### config.mk
export PLATFORM = sky130hd
export DESIGN_NAME = ptw_walker
export DESIGN_NICKNAME = d
export VERILOG_FILES = /design/src/rtl/ptw_pkg.sv /design/src/rtl/ptw_addr_gen.sv /design/src/rtl/ptw_pte_check.sv /design/src/rtl/ptw_walker.sv
export SDC_FILE = /design/constraint.sdc
export NUM_CORES = 1
export LEC_CHECK = 0
export ABC_AREA = 1
export BUFFER_PORTS_ARGS = -buffer_cell sky130_fd_sc_hd__buf_2
export CAP_MARGIN = 20
export CORE_UTILIZATION = 45
export DETAILED_ROUTE_END_ITERATION = 10
export PLACE_DENSITY = 0.68
export RECOVER_POWER = 100
export REMOVE_ABC_BUFFERS = 1
export SYNTH_ARGS = -nofsm -noshare
export SYNTH_HDL_FRONTEND = slang
export SYNTH_HIERARCHICAL = 1
export SYNTH_SLANG_ARGS = --single-unit
### constraint.sdc
create_clock -name clk -period 3 [get_ports clk]
set_input_delay 0.3 -clock clk [delete_from_list [all_inputs] [get_ports clk]]
set_output_delay 0.3 -clock clk [all_outputs]
set_load 0.01 [all_outputs]
### src/rtl/ptw_pkg.sv
package ptw_pkg;

    typedef enum logic [1:0] {
        ST_IDLE  = 2'd0,
        ST_ISSUE = 2'd1,
        ST_WAIT  = 2'd2
    } walk_st_e;

    typedef enum logic [1:0] {
        OUT_NONE   = 2'd0,
        OUT_FILL   = 2'd1,
        OUT_PFAULT = 2'd2,
        OUT_PROT   = 2'd3
    } outcome_e;

    localparam logic [1:0] ACC_READ  = 2'd0;
    localparam logic [1:0] ACC_WRITE = 2'd1;
    localparam logic [1:0] ACC_EXEC  = 2'd2;

    localparam int PTE_VALID_BIT  = 0;
    localparam int PTE_RIGHTS_LSB = 1;
    localparam int PTE_PPN_LSB    = 8;

endpackage

### src/rtl/ptw_addr_gen.sv
module ptw_addr_gen #(
    parameter int VPN_W     = 6,
    parameter int PA_W      = 16,
    parameter int PTE_BYTES = 4
) (
    input  logic [PA_W-1:0]  base_i,
    input  logic [VPN_W-1:0] vpn_i,
    output logic [PA_W-1:0]  addr_o
);
    localparam int SHIFT = $clog2(PTE_BYTES);

    logic [PA_W-1:0] offset;

    // Entry index scaled to a byte offset; sum wraps at the address width.
    assign offset = PA_W'(vpn_i) << SHIFT;
    assign addr_o = base_i + offset;

endmodule

### src/rtl/ptw_pte_check.sv
module ptw_pte_check
    import ptw_pkg::*;
#(
    parameter int PPN_W   = 8,
    parameter int ENTRY_W = 32
) (
    input  logic [ENTRY_W-1:0] entry_i,
    input  logic [1:0]         acc_i,
    output outcome_e           verdict_o,
    output logic [PPN_W-1:0]   ppn_o,
    output logic [2:0]         rights_o
);
    logic permitted;
    logic unused_bits;

    assign rights_o    = entry_i[PTE_RIGHTS_LSB +: 3];
    assign ppn_o       = entry_i[PTE_PPN_LSB +: PPN_W];
    assign unused_bits = ^{entry_i[PTE_PPN_LSB-1:PTE_RIGHTS_LSB+3],
                           entry_i[ENTRY_W-1:PTE_PPN_LSB+PPN_W]};

    always_comb begin
        case (acc_i)
            ACC_READ:  permitted = rights_o[0];
            ACC_WRITE: permitted = rights_o[1];
            ACC_EXEC:  permitted = rights_o[2];
            default:   permitted = 1'b0;
        endcase
    end

    // An absent entry outranks a rights mismatch.
    always_comb begin
        if (!entry_i[PTE_VALID_BIT]) begin
            verdict_o = OUT_PFAULT;
        end else if (permitted) begin
            verdict_o = OUT_FILL;
        end else begin
            verdict_o = OUT_PROT;
        end
    end

endmodule

### src/rtl/ptw_walker.sv
module ptw_walker
    import ptw_pkg::*;
#(
    parameter int VPN_W     = 6,
    parameter int PPN_W     = 8,
    parameter int PA_W      = 16,
    parameter int PTE_BYTES = 4
) (
    input  logic                     clk,
    input  logic                     rst_n,
    input  logic                     base_we,
    input  logic [PA_W-1:0]          base_wdata,
    input  logic                     req_valid,
    input  logic [VPN_W-1:0]         req_vpn,
    input  logic [1:0]               req_acc,
    output logic                     req_ready,
    output logic                     mem_req_valid,
    output logic [PA_W-1:0]          mem_req_addr,
    input  logic                     mem_req_ready,
    input  logic                     mem_rsp_valid,
    input  logic [8*PTE_BYTES-1:0]   mem_rsp_data,
    output logic                     fill_valid,
    output logic [VPN_W-1:0]         res_vpn,
    output logic [PPN_W-1:0]         fill_ppn,
    output logic [2:0]               fill_rights,
    output logic                     page_fault,
    output logic                     prot_fault
);
    localparam int ENTRY_W = 8 * PTE_BYTES;

    typedef struct packed {
        walk_st_e         st;
        logic [PA_W-1:0]  base;
        logic [PA_W-1:0]  addr;
        logic [VPN_W-1:0] vpn;
        logic [1:0]       acc;
        logic             fill;
        logic             pfault;
        logic             pfprot;
        logic [PPN_W-1:0] ppn;
        logic [2:0]       rights;
    } walk_t;

    walk_t cur_q, nxt_d;

    logic [PA_W-1:0]  entry_addr;
    outcome_e         verdict;
    logic [PPN_W-1:0] entry_ppn;
    logic [2:0]       entry_rights;

    ptw_addr_gen #(
        .VPN_W     (VPN_W),
        .PA_W      (PA_W),
        .PTE_BYTES (PTE_BYTES)
    ) u_addr (
        .base_i (cur_q.base),
        .vpn_i  (req_vpn),
        .addr_o (entry_addr)
    );

    ptw_pte_check #(
        .PPN_W   (PPN_W),
        .ENTRY_W (ENTRY_W)
    ) u_pte (
        .entry_i   (mem_rsp_data),
        .acc_i     (cur_q.acc),
        .verdict_o (verdict),
        .ppn_o     (entry_ppn),
        .rights_o  (entry_rights)
    );

    always_comb begin
        nxt_d        = cur_q;
        nxt_d.fill   = 1'b0;
        nxt_d.pfault = 1'b0;
        nxt_d.pfprot = 1'b0;
        case (cur_q.st)
            ST_IDLE: begin
                if (base_we) begin
                    nxt_d.base = base_wdata;
                end
                if (req_valid) begin
                    nxt_d.st   = ST_ISSUE;
                    nxt_d.addr = entry_addr;   // old base, even if written now
                    nxt_d.vpn  = req_vpn;
                    nxt_d.acc  = req_acc;
                end
            end
            ST_ISSUE: begin
                if (mem_req_ready) begin
                    nxt_d.st = ST_WAIT;
                end
            end
            ST_WAIT: begin
                if (mem_rsp_valid) begin
                    nxt_d.st = ST_IDLE;
                    case (verdict)
                        OUT_FILL: begin
                            nxt_d.fill   = 1'b1;
                            nxt_d.ppn    = entry_ppn;
                            nxt_d.rights = entry_rights;
                        end
                        OUT_PFAULT: nxt_d.pfault = 1'b1;
                        OUT_PROT:   nxt_d.pfprot = 1'b1;
                        default:    nxt_d.pfault = 1'b0;
                    endcase
                end
            end
            default: nxt_d.st = ST_IDLE;
        endcase
    end

    always_ff @(posedge clk or negedge rst_n) begin
        if (!rst_n) begin
            cur_q <= '0;
        end else begin
            cur_q <= nxt_d;
        end
    end

    assign req_ready     = (cur_q.st == ST_IDLE);
    assign mem_req_valid = (cur_q.st == ST_ISSUE);
    assign mem_req_addr  = cur_q.addr;
    assign fill_valid    = cur_q.fill;
    assign page_fault    = cur_q.pfault;
    assign prot_fault    = cur_q.pfprot;
    assign res_vpn       = cur_q.vpn;
    assign fill_ppn      = cur_q.ppn;
    assign fill_rights   = cur_q.rights;

endmodule

==> summary.md <==
| Metric | Value |
|---|---|
| Warnings from Yosys | 6 |
| EDFF count, synth | 0 |
| Reg-to-reg slack, setup | 1.09 ns |
| Clock skew | between 0.006 and 0.007 ns |
| Sw power | 1.28 mW |
| Cell variety after synth | 24 |
| Final wirelength | ~5900 um |
| CTS Root Cell | clkbuf_8 |
| Fillers | a little over 700 |
| Register area share after synthesis | 44.2% |
| Tmin final | approximately 2.1 ns |
| Most common flop cell mapped by yosys | dfrtp_1 |
| Die X-Extent | about 86 um |
| Worst slew pin tran | around 1.1 ns |
| Antenna cells | 0 |
| Full die area | around 0.0074 sq mm |
| Endpoints failing hold | 0 |
| Synth Area in Compound Gates | between 1 and 1.5% |
| Row count | 30 |
| R2R Path Start | cur_q[40] |
| Post-synth ARST share | 100% |
| Fin worst setup slack | roughly 0.95 ns |
| First-pass GRT wire length | between 10000 and 15000 um |
| Pint | roughly 1.7 mW |
| Fin crit share | between 60% and 70% |
| # IOs | 100 |
| Largest net degree at the start of global routing | 45 |
| Post-Synth XOR/XNOR Area | 1.66% |
| Gr ovfl total | 0 |
| Share of cells above drive strength 1 | 12.4% |
| Max_cap viols | 0 |
| Wire length per cell | between 10 and 15 um |
| Design area | 0.00329 sq mm |
| FF-to-FF End | mem_req_addr[8] |
| Post-Syn Instances | roughly 400 |
| Peak supply drop | 0.358 mV |
| Number of buffers created by CTS | 5 |
| Area share of and/or/nand/nor cells after synthesis | 32.2% |
| Critical path origin | cur_q[54] |
| Place WS | 1.04 ns |
| # nets final | ~500 |
| Status | completed |
| Part of the power in combinational logic | 42.6% |
| WP data arrival | 1.75 ns |
| CP startpoint kind | flip-flop |
| Clock network power share | 14.0% |
| Final setup vio count | 0 |
| Core area | between 0.006 and 0.007 sq mm |
| Die height | around 86 um |
| All-layer global routing usage | between 15 and 20% |
| Register share of total power | about 44% |
| Slew Viols, Final | 0 |
| Clk_lat worst skew | around 0.31 ns |
| Placement Cell Area | between 0.003 and 0.004 sq mm |
| Register clock-pin slew on the reported worst setup and hold paths | ~0.090 ns |
| Worst Setup Path Type | reg -> out |
| DRC | 0 |
| Synth Cell Area | between 0.003 and 0.004 sq mm |
| Area leader, netlist | dfrtp_1 |
| Main combinational cell family by area after synthesis | simple AND/OR/NAND/NOR gates |
| Number of global-route vias before repair | around 2300 |
| Crit Path Max Fanout | 21 |
| Fmax | 487 MHz |
| Starting Density | 46.7% |
| Adder-cell share of the synthesized area | 3.00% |
| CP Capture Type | primary output |
| Final setup TNS | 0 ns |
| RSZ-0062 raised after global routing | no |
| Vias | between 2000 and 2500 |
| Final design utilization | between 40% and 50% |
| Leakage power | roughly 1.8 nW |
| HPWL after DPL | 4360 um |
| Worst hold-check path type | in -> reg |
| Mux contribution to synthesized area | 0% |
| Layout Area Growth over Synthesis | 3.79% |
| DR vias/cell | 4.60 |
| Antenna violations before repair | 0 |
| Top-area cell type share of the netlist area | about 44% |
| Worst path required time | ~2.7 ns |
| Clock Path Buffers | 2 |
| Initial drt markers | 80 |
| Post-CTS Setup Bufs | 0 |
| GPL Wtd Cong | roughly 0.84 |
| Switching Fraction | 42.5% |
| CTS tree | yes |
| PortBufs | 79 |
| Synth top area cells | dfrtp_1, nand2_1, buf_4 |
| Synth Area per Inst | 7.85 sq um |
| Synth Register Bits | 56 |
| Htree depth | 2 |
| Pre-antenna DRT Iters | 4 |
| P per Cell Area | approximately 910 mW/mm^2 |
| Worst Reg2Reg Path Length in Cells | 10 |
| Sink count of the clock tree | 56 |
| Worst-case hold slack | a little under 0.2 ns |
| Relative slew margins | 29.7% |
| Post-route ant nets | 0 |
| CP Capture Point | req_ready |
-- how the worst min path moves through the flow --
stage	startpoint	endpoint	slack [ns]	depth (start not counted)
after floorplan	rst_n	cur_q[14]	0.004	0
after global placement	res_vpn[4]	res_vpn[4]	0.45	2
after detailed placement	fill_ppn[6]	fill_ppn[6]	0.45	2
after CTS	rst_n	mem_req_addr[3]	0.17	1
after global routing	mem_rsp_data[13]	fill_ppn[5]	0.18	3
final	mem_rsp_data[0]	page_fault	0.20	2
-- final cells by class --
| class | count | area [sq um] | share of cell area (%) |
|---|---|---|---|
| inverter | 29 | 109 | 3.31 |
| multi-input combinational | 258 | 1180 | 35.8 |
| tap | 96 | 120 | 3.65 |
| sequential | 56 | 1400 | 42.6 |
| timing repair buffer | 84 | 393 | 11.9 |
| clock buffer | 8 | 90.1 | 2.74 |
-- worst max-delay path: stages, from the launching register on --
cell and delay [ns]:
dfrtp_1 0.43, nor2_4 0.42, clkbuf_1 0.38, buf_2 0.21
-- flip-flops by register name, indices dropped and copies added (netlist names) --
register and flops:
mem_req_addr 16, fill_ppn 8, cur_q 20, page_fault 1, res_vpn 6, prot_fault 1
fill_valid 1, fill_rights 3
-- metrics by stage --
stage	power, mW	cells
floorplan	2.18	343
global placement	2.64	521
detailed placement	2.69	521
CTS	3.11	529
global route	3.33	531
finish	3.01	531
-- logic make-up after synthesis --
logic type	after synthesis
AND/OR/NAND/NOR	239
buffers and inverters	90
flip-flops	56
adder cells (fa/ha/maj)	7
AO/OA/AOI/OAI	6
XOR/XNOR	6
-- per-layer routing --
| metal | part of all wire [%] | global-route usage [%] | vias to the layer above |
|---|---|---|---|
| met5 | 0 | 0 | - |
| met4 | 1.2 | 5.30 | 0 |
| met3 | 5.6 | 4.52 | 6 |
| met2 | 44 | 29.0 | 66 |
| met1 | 50 | 22.1 | 1106 |
| li1 | - | - | 1265 |
-- cell usage in the layout, fill, tap and decap left out, drive strengths merged --
cell type	instances
nand2	163
o21ai	1
dfrtp	56
xnor2	1
ha	6
inv	29
nor2	14
a21oi	4
nand4	1
fa	1
nor3	4
and2	1
o21bai	1
buf	43
xor2	5
dlygate4sd3	1
or2	1
clkbuf	48
nand3	54
nand3b	1
-- cells in the mapped netlist, drive strengths merged (4+ instances only) --
cell / count
nand2: 163
inv: 29
nand3: 54
buf: 61
nor3: 4
xor2: 5
nor2: 14
dfrtp: 56
a21oi: 4
ha: 6
-- power by group through the flow --
stage	clock, mW	combinational, mW	sequential, mW
after floorplan	0	0.805	1.38
after global placement	0	1.34	1.30
after detailed placement	0	1.37	1.31
after CTS	0.438	1.37	1.30
after global routing	0.468	1.51	1.35
final	0.420	1.28	1.31
-- timing repair --
action / 4_1_cts / 5_1_grt
endpoints found under the hold margin: 0 / 17
gates resized for setup: 0 / 0
hold buffers: 0 / 1
(Power assumes the default switching activity.)
